==> config.mk <==
export PLATFORM = sky130hd
export DESIGN_NAME = irq_hold_ctrl
export DESIGN_NICKNAME = d
export VERILOG_FILES = /design/src/rtl/irqc_pkg.sv /design/src/rtl/bus_hold_det.sv /design/src/rtl/flag_bank.sv /design/src/rtl/irq_hold_ctrl.sv
export SDC_FILE = /design/constraint.sdc
export NUM_CORES = 1
export LEC_CHECK = 0
export CORE_MARGIN = 4
export CORE_UTILIZATION = 50
export DETAILED_ROUTE_END_ITERATION = 10
export PLACE_DENSITY = 0.79
export SETUP_SLACK_MARGIN = 0.1
export SLEW_MARGIN = 5
export SYNTH_ARGS = -nofsm -noshare
export SYNTH_HDL_FRONTEND = slang
export SYNTH_SLANG_ARGS = --single-unit
==> constraint.sdc <==
create_clock -name clk -period 2.1 [get_ports clk]
set_input_delay 0.42 -clock clk [delete_from_list [all_inputs] [get_ports clk]]
set_output_delay 0.42 -clock clk [all_outputs]
set_load 0.02 [all_outputs]
==> src/rtl/irqc_pkg.sv <==
package irqc_pkg;
  localparam int N_GRP1 = 2;
  localparam int N_GRP2 = 3;
  localparam int AW = 8;
  localparam int DW = 8;
  localparam logic [AW-1:0] A_CTRL  = 8'h02;
  localparam logic [AW-1:0] A_FLAG1 = 8'h03;
  localparam logic [AW-1:0] A_FLAG2 = 8'h04;
  localparam logic [AW-1:0] A_MASK1 = 8'h05;
  localparam logic [AW-1:0] A_MASK2 = 8'h06;
endpackage

==> src/rtl/bus_hold_det.sv <==
module bus_hold_det #(
  parameter int CLK_HZ  = 125_000_000,
  parameter int HOLD_MS = 30
) (
  input  logic clk,
  input  logic rst_n,
  input  logic scl_in,
  input  logic sda_in,
  output logic pulse
);
  localparam int HOLD_CYC = CLK_HZ / 1000 * HOLD_MS;
  localparam int CW = $clog2(HOLD_CYC + 2);
  localparam logic [CW-1:0] LIM = CW'(HOLD_CYC);
  localparam logic [CW-1:0] SAT = CW'(HOLD_CYC + 1);

  logic both_low;
  logic [CW-1:0] cnt;

  assign both_low = ~scl_in & ~sda_in;

  always_ff @(posedge clk or negedge rst_n) begin
    if (!rst_n) begin
      cnt   <= '0;
      pulse <= 1'b0;
    end else begin
      pulse <= both_low && (cnt == LIM);
      if (!both_low)
        cnt <= '0;
      else if (cnt != SAT)
        cnt <= cnt + 1'b1;
    end
  end

  // a reset request lasts one cycle only
  a_r7_single_pulse: assert property (@(posedge clk) disable iff (!rst_n)
    pulse |=> !pulse);
  // a pulse is always preceded by both lines low
  a_r7_needs_low: assert property (@(posedge clk) disable iff (!rst_n)
    $rose(pulse) |-> $past(both_low));
endmodule

==> src/rtl/flag_bank.sv <==
module flag_bank #(
  parameter int W = 2
) (
  input  logic         clk,
  input  logic         rst_n,
  input  logic         srst,
  input  logic [W-1:0] evt,
  input  logic         clr,
  output logic [W-1:0] flags
);
  for (genvar i = 0; i < W; i++) begin : g_bit
    always_ff @(posedge clk or negedge rst_n) begin
      if (!rst_n)
        flags[i] <= 1'b0;
      else if (srst)
        flags[i] <= 1'b0;
      else if (evt[i])
        flags[i] <= 1'b1;
      else if (clr)
        flags[i] <= 1'b0;
    end

    // an event always leaves its flag set, even against a clear
    a_r4_evt_sets: assert property (@(posedge clk) disable iff (!rst_n || srst)
      evt[i] |=> flags[i]);
    // a clearing read with no new event empties the flag
    a_r3_read_clears: assert property (@(posedge clk) disable iff (!rst_n || srst)
      (clr && !evt[i]) |=> !flags[i]);
    // without event, clear or reset a flag keeps its value
    a_r2_sticky: assert property (@(posedge clk) disable iff (!rst_n || srst)
      (!clr && !evt[i]) |=> $stable(flags[i]));
  end
endmodule

==> src/rtl/irq_hold_ctrl.sv <==
module irq_hold_ctrl
  import irqc_pkg::*;
#(
  parameter int CLK_HZ  = 125_000_000,
  parameter int HOLD_MS = 30
) (
  input  logic              clk,
  input  logic              rst_n,
  input  logic              scl_in,
  input  logic              sda_in,
  input  logic [N_GRP1-1:0] evt_grp1,
  input  logic [N_GRP2-1:0] evt_grp2,
  input  logic              wr_en,
  input  logic [AW-1:0]     wr_addr,
  input  logic [DW-1:0]     wr_data,
  input  logic              rd_en,
  input  logic [AW-1:0]     rd_addr,
  output logic [DW-1:0]     rd_data,
  output logic              rd_valid,
  output logic              irq_n,
  output logic              soft_rst
);
  logic              srst;
  logic              gmask;
  logic              held;
  logic [N_GRP1-1:0] mask1, flag1;
  logic [N_GRP2-1:0] mask2, flag2;
  logic              clr1, clr2;
  logic [DW-1:0]     rd_mux;
  logic              pend;
  logic [DW-N_GRP2-1:0] unused_wr_hi;

  assign unused_wr_hi = wr_data[DW-1:N_GRP2];

  bus_hold_det #(.CLK_HZ(CLK_HZ), .HOLD_MS(HOLD_MS)) u_hold (
    .clk(clk), .rst_n(rst_n), .scl_in(scl_in), .sda_in(sda_in), .pulse(srst)
  );
  assign soft_rst = srst;

  assign clr1 = rd_en && (rd_addr == A_FLAG1);
  assign clr2 = rd_en && (rd_addr == A_FLAG2);

  flag_bank #(.W(N_GRP1)) u_flag1 (
    .clk(clk), .rst_n(rst_n), .srst(srst), .evt(evt_grp1), .clr(clr1), .flags(flag1)
  );
  flag_bank #(.W(N_GRP2)) u_flag2 (
    .clk(clk), .rst_n(rst_n), .srst(srst), .evt(evt_grp2), .clr(clr2), .flags(flag2)
  );

  // control and mask registers
  always_ff @(posedge clk or negedge rst_n) begin
    if (!rst_n) begin
      gmask <= 1'b1;
      held  <= 1'b0;
      mask1 <= '0;
      mask2 <= '0;
    end else if (srst) begin
      gmask <= 1'b1;
      held  <= 1'b1;
      mask1 <= '0;
      mask2 <= '0;
    end else if (wr_en) begin
      case (wr_addr)
        A_CTRL: begin
          gmask <= wr_data[0];
          if (!wr_data[0]) held <= 1'b0;
        end
        A_MASK1: mask1 <= wr_data[N_GRP1-1:0];
        A_MASK2: mask2 <= wr_data[N_GRP2-1:0];
        default: ;
      endcase
    end
  end

  // read path
  always_comb begin
    rd_mux = '0;
    case (rd_addr)
      A_CTRL:  rd_mux[0] = gmask;
      A_FLAG1: rd_mux[N_GRP1-1:0] = flag1;
      A_FLAG2: rd_mux[N_GRP2-1:0] = flag2;
      A_MASK1: rd_mux[N_GRP1-1:0] = mask1;
      A_MASK2: rd_mux[N_GRP2-1:0] = mask2;
      default: rd_mux = '0;
    endcase
  end

  always_ff @(posedge clk or negedge rst_n) begin
    if (!rst_n) begin
      rd_data  <= '0;
      rd_valid <= 1'b0;
    end else begin
      rd_valid <= rd_en;
      if (rd_en) rd_data <= rd_mux;
    end
  end

  assign pend  = (|(flag1 & ~mask1)) | (|(flag2 & ~mask2));
  assign irq_n = ~(held | (~gmask & pend));

  // a bus-hold reset forces the interrupt line low on the next cycle
  a_r8_hold_after_srst: assert property (@(posedge clk) disable iff (!rst_n)
    srst |=> !irq_n);
  // only a write of 0 to the global mask bit releases the held state
  a_r8_keep_held: assert property (@(posedge clk) disable iff (!rst_n || srst)
    (held && !(wr_en && wr_addr == A_CTRL && !wr_data[0])) |=> !irq_n);
  // read data follows every strobe by exactly one cycle
  a_r3_valid_follows: assert property (@(posedge clk) disable iff (!rst_n)
    rd_en |=> rd_valid);
  a_r3_no_spurious_valid: assert property (@(posedge clk) disable iff (!rst_n)
    !rd_en |=> !rd_valid);
  // writing a flag register leaves its flags unchanged
  a_r6_ro_flag1: assert property (@(posedge clk) disable iff (!rst_n || srst)
    (wr_en && wr_addr == A_FLAG1 && evt_grp1 == '0 && !clr1) |=> $stable(flag1));
  // globally masked and not held means no interrupt
  a_r5_gmask_quiet: assert property (@(posedge clk) disable iff (!rst_n)
    (gmask && !held) |-> irq_n);
endmodule

==> results of run 1 <==
critical path, stage by stage (launching register included):
cell and delay (ps):
dfrtp_1 400, a222oi_1 360, a31oi_1 160, nor2_1 110, buf_4 150
timing repair:
item	4_1_cts	5_1_grt
resized for setup	4	4
hold buffers	1	0
endpoints found under the hold margin	7	0
pin swaps	2	2
buffers inserted	0	1
endpoints found under the setup margin	1	6
cloned	0	0
layout by cell type (no fill, tap or decap), drive strengths merged, types with 3 or more instances in the layout:
master	n
nor4b	3
xor2	4
xnor2	5
nor4	3
or4	3
clkbuf	6
nand3	8
nor2	25
nand2b	4
clkdlybuf4s50	33
buf	14
o21ai	16
inv	11
ha	3
or3	10
nor2b	4
a21oi	17
conb	5
nand4	12
and4	3
dfrtp	38
nand2	9
mux2i	8
nor3	3
final timing paths:
path | startpoint | endpoint | slack, ps | cells past startpoint
max in group asynchronous | rst_n | u_hold.cnt[12]$_DFFE_PN0P_ | 1110 | 3
setup / recovery | u_flag2.flags[2]$_DFFE_PN0P_ | irq_n | 220 | 4
hold / removal | rst_n | mask2[1]$_DFFE_PN0P_ | 510 | 2
setup reg to reg | u_hold.cnt[8]$_DFFE_PN0P_ | u_hold.cnt[21]$_DFFE_PN0P_ | 290 | 4
hold reg to reg | held$_DFFE_PN0P_ | held$_DFFE_PN0P_ | 520 | 2
min in group clk | held$_DFFE_PN0P_ | held$_DFFE_PN0P_ | 520 | 2
registers in the layout, summed over array words and instances (netlist names):
signal	cells
mask1	2
gmask	1
rd_valid	1
u_hold.pulse	1
u_flag2.flags	3
held	1
u_hold.cnt	22
rd_data	3
mask2	3
u_flag1.flags	2
power by group through the flow:
stage               Clock (mW)  Combinational (mW)  Sequential [mW]
CTS                      0.751               0.147            0.768
floorplan                    0              0.0591            0.782
global route             0.779               0.162            0.770
finish                   0.734               0.147            0.768
global placement             0               0.144            0.783
detailed placement           0               0.146            0.783
area by class of cell:
class                           count  area share
Timing Repair Buffer               48       0.164
Sequential cell                    39       0.361
Inverter                           11      0.0153
Clock inverter                      2      0.0222
Tap cell                           50      0.0231
Clock buffer                        6      0.0268
Multi-Input combinational cell    166       0.387
kinds of logic (layout without fill, tap and decap cells):
group	count (synthesis)	count (layout)	share of synthesized area
fa+ha+maj	3	3	0.0177
mux	9	9	0.0432
simple gates	98	98	0.271
xor+xnor	9	9	0.0373
buf+inv	24	67	0.0568
other cells	1	5	0.00177
compound gates	42	42	0.110
flops	39	39	0.462
layer usage:
layer | GRT usage | vias to the layer above
li1 | - | 891
met1 | 0.244 | 859
met2 | 0.307 | 52
met3 | 0.0358 | 11
met4 | 0.0840 | 0
met5 | 0 | -
==> results.md, run 1 <==
- Vias: between 1,500 and 2,000
- CTS tree: built
- Combinational share of power: 0.089
- Row count: 23
- CTS Sinks: 39
- Post-DRT Antenna Nets: 0
- Io pins: 46
- CTS Buf Count: 5
- Post-synth EDFFs: 0
- Syn Area/Cell: 9.40 sq um
- Met2 wire len: 2170 um
- Fin worst setup slack: 222 ps
- WL met1: 2030 um
- Clock Skews: between 8 and 9 ps
- Netlist Area Pre-Place: 2120 sq um
- Vias in the first global route: 1,739
- Total negative slack: 0 ps
- Pwr per Cell Area: 610 nW/um^2
- Inserted Diodes: 0
- Clock network power share: 0.445
- Root buffer cell: clkbuf_8
- Synth top cells by count: dfrtp_1 (38), nor2_1 (25), a21oi_1 (17)
- Grt total ovfl: 0
- Top-count cell post-synth: dfrtp_1
- Worst hold slack: about 500 ps
- Worst-Skew Late Latency: roughly 290 ps
- Detailed placement HPWL: 3430 um
- Async S/R FF share, synth: 1.00
- Yosys warns: 0
- Required time of the critical path: 1680 ps
- WL met3: 282 um
- Final Max Tran Viols: 0
- Pre-CTS WS: -64.1 ps
- Total power: 1.65 mW
- PortBufs: 35
- Synth-to-Final Area Change: 27.8%
- First-pass GRT wire length: 7870 um
- Hold Path Class: primary input to async pin
- Cell Area, Placed: 2540 sq um
- Hold Vio Cnt, Final: 0
- Psw: approximately 0.33 mW
- Total core area: 4060 sq um
- Synth cell types: 48
- Fillers: 343
- Reg power frac: 0.466
- Design area: 2700 sq um
- Tmin final: 1880 ps
- Gpl congestion: 0.817
- H-Tree Depth: 2
- Yosys reg bits: 39
- Yosys top cell by area: dfrtp_1
- Initial Util: 0.521
- Vias per std cell: 5.63
- CP Class: flip-flop to primary output
- Crit path DAT: 1460 ps
- Max clock buf depth: 2
- Worst Setup End Kind: primary output
- Switch share: 0.203
- Largest net degree at the start of global routing: 22
- DRC: 0
- Cells after Synth: 225
- Final WL: around 4600 um
- Final setup vio count: 0
- Startpoint types: flip-flop
- Detailed Routing Iterations Pass 1: 5
- Cell Count, Final, Fillers Out: 322
- Average wire per standard cell: approximately 14 um
- Share of cells above drive strength 1: 0.118
- DRT iter0 DRCs: 80
- Clk slew on worst S/H paths: 80 ps
- Core Util, Final: 0.666
- Fmax: between 500 and 600 MHz
- Status: complete, no violations
- Pint: around 1.3 mW
- Sequential element share of the synthesized area: 0.462
- Sequential Area: between 900 and 1000 sq um
- DR top layer: met4
- Top FF cell, synth: dfrtp_1
- Initial antenna violation count: 0
- Die Y-Extent: 73.1 um
- DIE WIDTH: 73.1 um
- Static Leak: roughly 1.1 nW
- Placed Instances: 312
- Tcrit/Tclk final: 0.894
- Synth area leaders: dfrtp_1 (45%), nor2_1 (4.4%), a21oi_1 (4.0%)
- Unrepaired setup endpoints after global routing: false
- Peak supply drop: 0.410 mV
- Share of the synthesized area in the top cell type: 0.449
- Final nets: 309
- Multi-input logic area: 1050 sq um
- Overall routing resource usage: 0.189
- Max FO, Critical Path: 3
- MaxCap Viol Count: 0
- Die area: 5340 sq um
Power figures use the tool's default switching activity.
==> run 2, diff against run 1 <==
--- a/config.mk
+++ b/config.mk
@@ -5,11 +5,13 @@
 export SDC_FILE = /design/constraint.sdc
 export NUM_CORES = 1
 export LEC_CHECK = 0
+export ABC_CLOCK_PERIOD_IN_PS = 1610
 export CORE_MARGIN = 4
-export CORE_UTILIZATION = 50
+export CORE_UTILIZATION = 46
 export DETAILED_ROUTE_END_ITERATION = 10
-export PLACE_DENSITY = 0.79
+export PLACE_DENSITY = 0.76
 export SETUP_SLACK_MARGIN = 0.1
+export SKIP_CTS_REPAIR_TIMING = 1
 export SLEW_MARGIN = 5
 export SYNTH_ARGS = -nofsm -noshare
 export SYNTH_HDL_FRONTEND = slang
==> constraint.sdc (replaced) <==
create_clock -name clk -period 1.61 [get_ports clk]
set_input_delay 0.322 -clock clk [delete_from_list [all_inputs] [get_ports clk]]
set_output_delay 0.322 -clock clk [all_outputs]
set_load 0.02 [all_outputs]
==> run 2 against run 1 <==
Net effect: the flow now finishes with violations (setup timing); final cell count is 16% higher; sequential power is 30% higher; sequential share of layout area is 6.5 points lower; critical path depth stayed put; critical endpoint is now u_hold.cnt[15]$_DFFE_PN0P_; largest power group unchanged.
==> results.md, run 2 (same netlist as run 1, synthesis figures left out) <==
- Final nets: 357
- Overall routing resource usage: 0.195
- Io pins: 46
- CP cell instances: nand4_4 -> or4_4 -> or3_4 -> a21oi_2
- Tmin final: 1740 ps
- Static Leak: about 1.5 nW
- Final Max Tran Viols: 0
- R2R depth: 4
- CP top delay family: simple AND/OR/NAND/NOR gates
- Die Y-Extent: 75.8 um
- Worst-Skew Late Latency: 290 ps
- Most frequent cells in the layout: buf_4 (52), dfrtp_1 (34), nor2_1 (24)
- Hold Vio Cnt, Final: 0
- Fin worst setup slack: -129 ps
- CP Class: flip-flop to flip-flop
- Total negative slack: -810 ps
- Hold Path Class: primary input to async pin
- CTS Buf Count: 5
- Most common cell after layout, fill and taps aside: buf_4
- CTS tree: built
- Initial antenna violation count: 0
- Synth-to-Final Area Change: 56.8%
- First-pass GRT wire length: 8480 um
- Vias in the first global route: ~1,900
- Total core area: between 4000 and 5000 sq um
- Final setup vio count: 10
- Max clock buf depth: 2
- Vias: 2,023
- CP peak stage delay: 620 ps
- Critical path destination: u_hold.cnt[15]$_DFFE_PN0P_
- Clk slew on worst S/H paths: 80 ps
- Detailed Routing Iterations Pass 1: 4
- Tcrit/Tclk final: 1.08
- H-Tree Depth: 2
- Unrepaired setup endpoints after global routing: true
- Total power: 2.19 mW
- DRC: 0
- DIE WIDTH: 75.8 um
- Pwr per Cell Area: 661 nW/um^2
- Root buffer cell: clkbuf_8
- Worst Setup End Kind: flip-flop
- Detailed placement HPWL: ~4000 um
- DRT iter0 DRCs: 106
- Required time of the critical path: 1820 ps
- Clock Skews: ~6.3 ps
- Largest net degree at the start of global routing: 40
- Crit path DAT: roughly 2000 ps
- Grt total ovfl: 0
- RR Endpoint: u_hold.cnt[15]$_DFFE_PN0P_
- Worst r2r src: u_hold.cnt[9]$_DFFE_PN0P_
- Max FO, Critical Path: 8
- Initial Util: 0.479
- Fmax: 575 MHz
- Gpl congestion: 0.795
- Crit path depth: 4
- Post-DRT Antenna Nets: 0
- CP max stage cell: or4_4
- Average wire per standard cell: approximately 15 um
- Final WL: 5740 um
- Status: finished with violations
- Max reg flops: 22
- CTS Sinks: 39
- Worst Setup SP: u_hold.cnt[9]$_DFFE_PN0P_
- Startpoint types: flip-flop
- MaxCap Viol Count: 0
- Worst rel slew slack: 0.665
- Peak supply drop: 0.580 mV
- Row count: 24
- Fillers: 316
- Pre-CTS WS: -355 ps
- Vias per std cell: 5.44
- Violated checks: setup timing
- Top reg by flops: u_hold.cnt
- Share of cells above drive strength 1: 0.341
- Die area: 5750 sq um
- WP buf/inv: 0
- R2R setup slack: -130 ps
- Worst hold slack: 77.9 ps
- PortBufs: 35
- Worst-margin pin slew: roughly 500 ps
- Inserted Diodes: 0
-- run 2: changes by cell type in the layout (fill, tap and decap cells not counted), sizes merged --
cell | previous run | this run
buf | 14 | 63
clkdlybuf4s50 | 33 | 22
dlymetal6s2s | 0 | 11
dlygate4sd3 | 1 | 0
-- run 2: worst min-delay path by stage --
stage | startpoint | endpoint | slack, ps
floorplan | rst_n | held$_DFFE_PN0P_ | 30
global placement | rst_n | held$_DFFE_PN0P_ | 400
detailed placement | rst_n | held$_DFFE_PN0P_ | 410
CTS | rst_n | held$_DFFE_PN0P_ | 90
global route | rst_n | held$_DFFE_PN0P_ | 110
finish | rst_n | held$_DFFE_PN0P_ | 80
-- run 2: layout make-up --
type,instances,area (sq um),share of cell area
clock buffers,6,72.6,0.0219
clock inverters,2,60.1,0.0181
inverters,11,41.3,0.0124
multi-input cells,166,1230,0.371
flip-flops and latches,39,982,0.296
well taps,52,65.1,0.0196
repair buffers,96,866,0.261
-- run 2: routing by layer --
metal  routed length [um]  share of wire  GRT usage
met1                 2340           0.41      0.242
met2                 2850           0.50      0.339
met3                  421          0.073     0.0515
met4                  133          0.023     0.0447
met5                    0              0          0
-- run 2: stage by stage --
stage          std cells  area, sq um  utilization
6_report             372         3320        0.751
2_1_floorplan        229         2160            -
3_5_place_dp         357         2900        0.656
3_3_place_gp         357         2900        0.656
4_1_cts              365         3030        0.687
5_1_grt              372         3320        0.751
-- run 2: where the power goes --
group,internal [mW],switching (mW)
clock network,0.620,0.344
registers,0.991,0.00816
logic,0.122,0.106
==> run 3, diff against run 2 <==
--- a/config.mk
+++ b/config.mk
@@ -6,10 +6,12 @@
 export NUM_CORES = 1
 export LEC_CHECK = 0
 export ABC_CLOCK_PERIOD_IN_PS = 1610
-export CORE_MARGIN = 4
-export CORE_UTILIZATION = 46
+export CORE_MARGIN = 1.5
+export CORE_UTILIZATION = 56
 export DETAILED_ROUTE_END_ITERATION = 10
-export PLACE_DENSITY = 0.76
+export DONT_BUFFER_PORTS = 1
+export GPL_TIMING_DRIVEN = 0
+export PLACE_DENSITY = 0.74
 export SETUP_SLACK_MARGIN = 0.1
 export SKIP_CTS_REPAIR_TIMING = 1
 export SLEW_MARGIN = 5
==> run 3 against run 2 <==
Net effect: the flow still finishes with violations (setup timing); global-route usage rose by 3.5 points; core utilization fell by 6.9 points; clock power fell by 13%; largest cell class unchanged.
==> results.md, run 3 (same netlist as run 1, synthesis figures left out) <==
- Final setup vio count: 11
- Max reg flops: 22
- Crit path DAT: 2120 ps
- CTS Sinks: 39
- Root buffer cell: clkbuf_8
- Gpl congestion: 0.803
- Overall routing resource usage: 0.230
- Fin worst setup slack: -283 ps
- CP peak stage delay: 570 ps
- Cell Area, Placed: 2220 sq um
- Vias: 1,710
- CP Class: flip-flop to flip-flop
- CTS Buf Count: 5
- Most common cell after layout, fill and taps aside: dfrtp_1
- Clock Skews: around 6.3 ps
- H-Tree Depth: 2
- Unrepaired setup endpoints after global routing: true
- Peak supply drop: 0.612 mV
- Die Y-Extent: 64.5 um
- CP max stage cell: or4_4
- Worst Setup End Kind: flip-flop
- Detailed placement HPWL: 3000 um
- Vias in the first global route: 1,546
- Share of cells above drive strength 1: 0.200
- Total core area: 3630 sq um
- Critical path's most frequent cell: buf_6
- Initial Util: 0.582
- Worst rel slew slack: 0.654
- Static Leak: 1.01 nW
- Switch share: 0.217
- Top reg by flops: u_hold.cnt
- Tcrit/Tclk final: 1.18
- Post-DRT Antenna Nets: 0
- DRC: 0
- CTS tree: built
- Detailed Routing Iterations Pass 1: 4
- DRT iter0 DRCs: 109
- Clk slew on worst S/H paths: 80 ps
- Tmin final: roughly 1900 ps
- Cell Count, Final, Fillers Out: 293
- First-pass GRT wire length: just over 7000 um
- Fmax: 528 MHz
- Io pins: 46
- Vias per std cell: 5.84
- Average wire per standard cell: 15.0 um
- Final WL: between 4000 and 5000 um
- Combinational share of power: 0.065
- MaxCap Viol Count: 0
- Max clock buf depth: 2
- Largest net degree at the start of global routing: 40
- Status: finished with violations
- Initial antenna violation count: 0
- Final Max Tran Viols: 0
- Row count: 22
- CP cell instances: buf_6 -> nand4_1 -> or4_4 -> buf_6 -> or3_4 -> a21oi_2
- Design area: 2480 sq um
- Placed Instances: 277
- Max FO, Critical Path: 8
- Hold Path Class: primary input to flip-flop
- Violated checks: setup timing
- Final nets: 282
- Grt total ovfl: 0
- Worst-Skew Late Latency: 290 ps
- Pre-CTS WS: -325 ps
- Worst-margin pin slew: just over 500 ps
- Most frequent cells in the layout: dfrtp_1 (31), nor2_1 (24), o21ai_0 (15)
- Pwr per Cell Area: roughly 800 nW/um^2
- DIE WIDTH: 64.5 um
- Psw: around 0.43 mW
- Fillers: 289
- Startpoint types: flip-flop
- Required time of the critical path: 1840 ps
- PortBufs: 0
- Hold Vio Cnt, Final: 0
- Reg power frac: 0.508
- Die area: 4160 sq um
- Inserted Diodes: 0
- Pint: around 1.5 mW
- Synth-to-Final Area Change: 17.1%
- Clock network power share: 0.426
run 3: cell type report:
type	count	area (sq um)	area share
multi-input cells	166	1100	0.442
clock buffers	6	82.6	0.0333
inverters	11	41.3	0.0167
repair buffers	8	86.3	0.0348
flip-flops and latches	39	986	0.398
clock inverters	2	35.0	0.0141
well taps	48	60.1	0.0242
plain buffers	13	91.3	0.0369
run 3: final timing paths:
check | from | to | slack (ps) | cells past startpoint
setup / recovery | u_hold.cnt[1]$_DFFE_PN0P_ | u_hold.cnt[21]$_DFFE_PN0P_ | -280 | 6
max in group asynchronous | rst_n | gmask$_DFFE_PN1P_ | 840 | 2
hold / removal | rd_en | rd_valid$_DFF_PN0_ | 50 | 0
setup reg to reg | u_hold.cnt[1]$_DFFE_PN0P_ | u_hold.cnt[21]$_DFFE_PN0P_ | -280 | 6
min in group asynchronous | rst_n | mask1[1]$_DFFE_PN0P_ | 520 | 2
hold reg to reg | held$_DFFE_PN0P_ | held$_DFFE_PN0P_ | 540 | 2
run 3: stage by stage:
stage / power [mW] / utilization / hold WS (ps) / TNS [ps]
CTS: 1.97 / 0.644 / -300 / -2740
floorplan: 1.10 / - / 26.4 / -689
global placement: 1.11 / 0.612 / 27.5 / -2030
finish: 1.98 / 0.682 / 51.7 / -2170
global route: 2.06 / 0.682 / 31.7 / -3220
detailed placement: 1.12 / 0.612 / 27.6 / -2360
run 3: power by group through the flow:
| stage | Clock (mW) | Sequential (mW) | Combinational, mW |
|---|---|---|---|
| after floorplan | 0 | 1.02 | 0.0783 |
| after global placement | 0 | 1.02 | 0.0885 |
| after detailed placement | 0 | 1.03 | 0.0901 |
| after CTS | 0.872 | 1.01 | 0.0903 |
| after global routing | 0.913 | 1.01 | 0.145 |
| final | 0.843 | 1.01 | 0.129 |
run 3: worst max-delay path, delay by kind of cell (launching register included):
kind,cells,cell delay [ps]
AO/OA/AOI/OAI,1,110
buffers and inverters,2,250
flip-flops,1,400
AND/OR/NAND/NOR,3,1070
run 3: metal layers:
metal | track usage | wire length [um] | vias up
met1 | 0.301 | 1980 | 819
met4 | 0.0718 | 58 | 0
met3 | 0.0677 | 215 | 5
li1 | - | - | 845
met2 | 0.371 | 2140 | 41
met5 | 0 | 0 | -
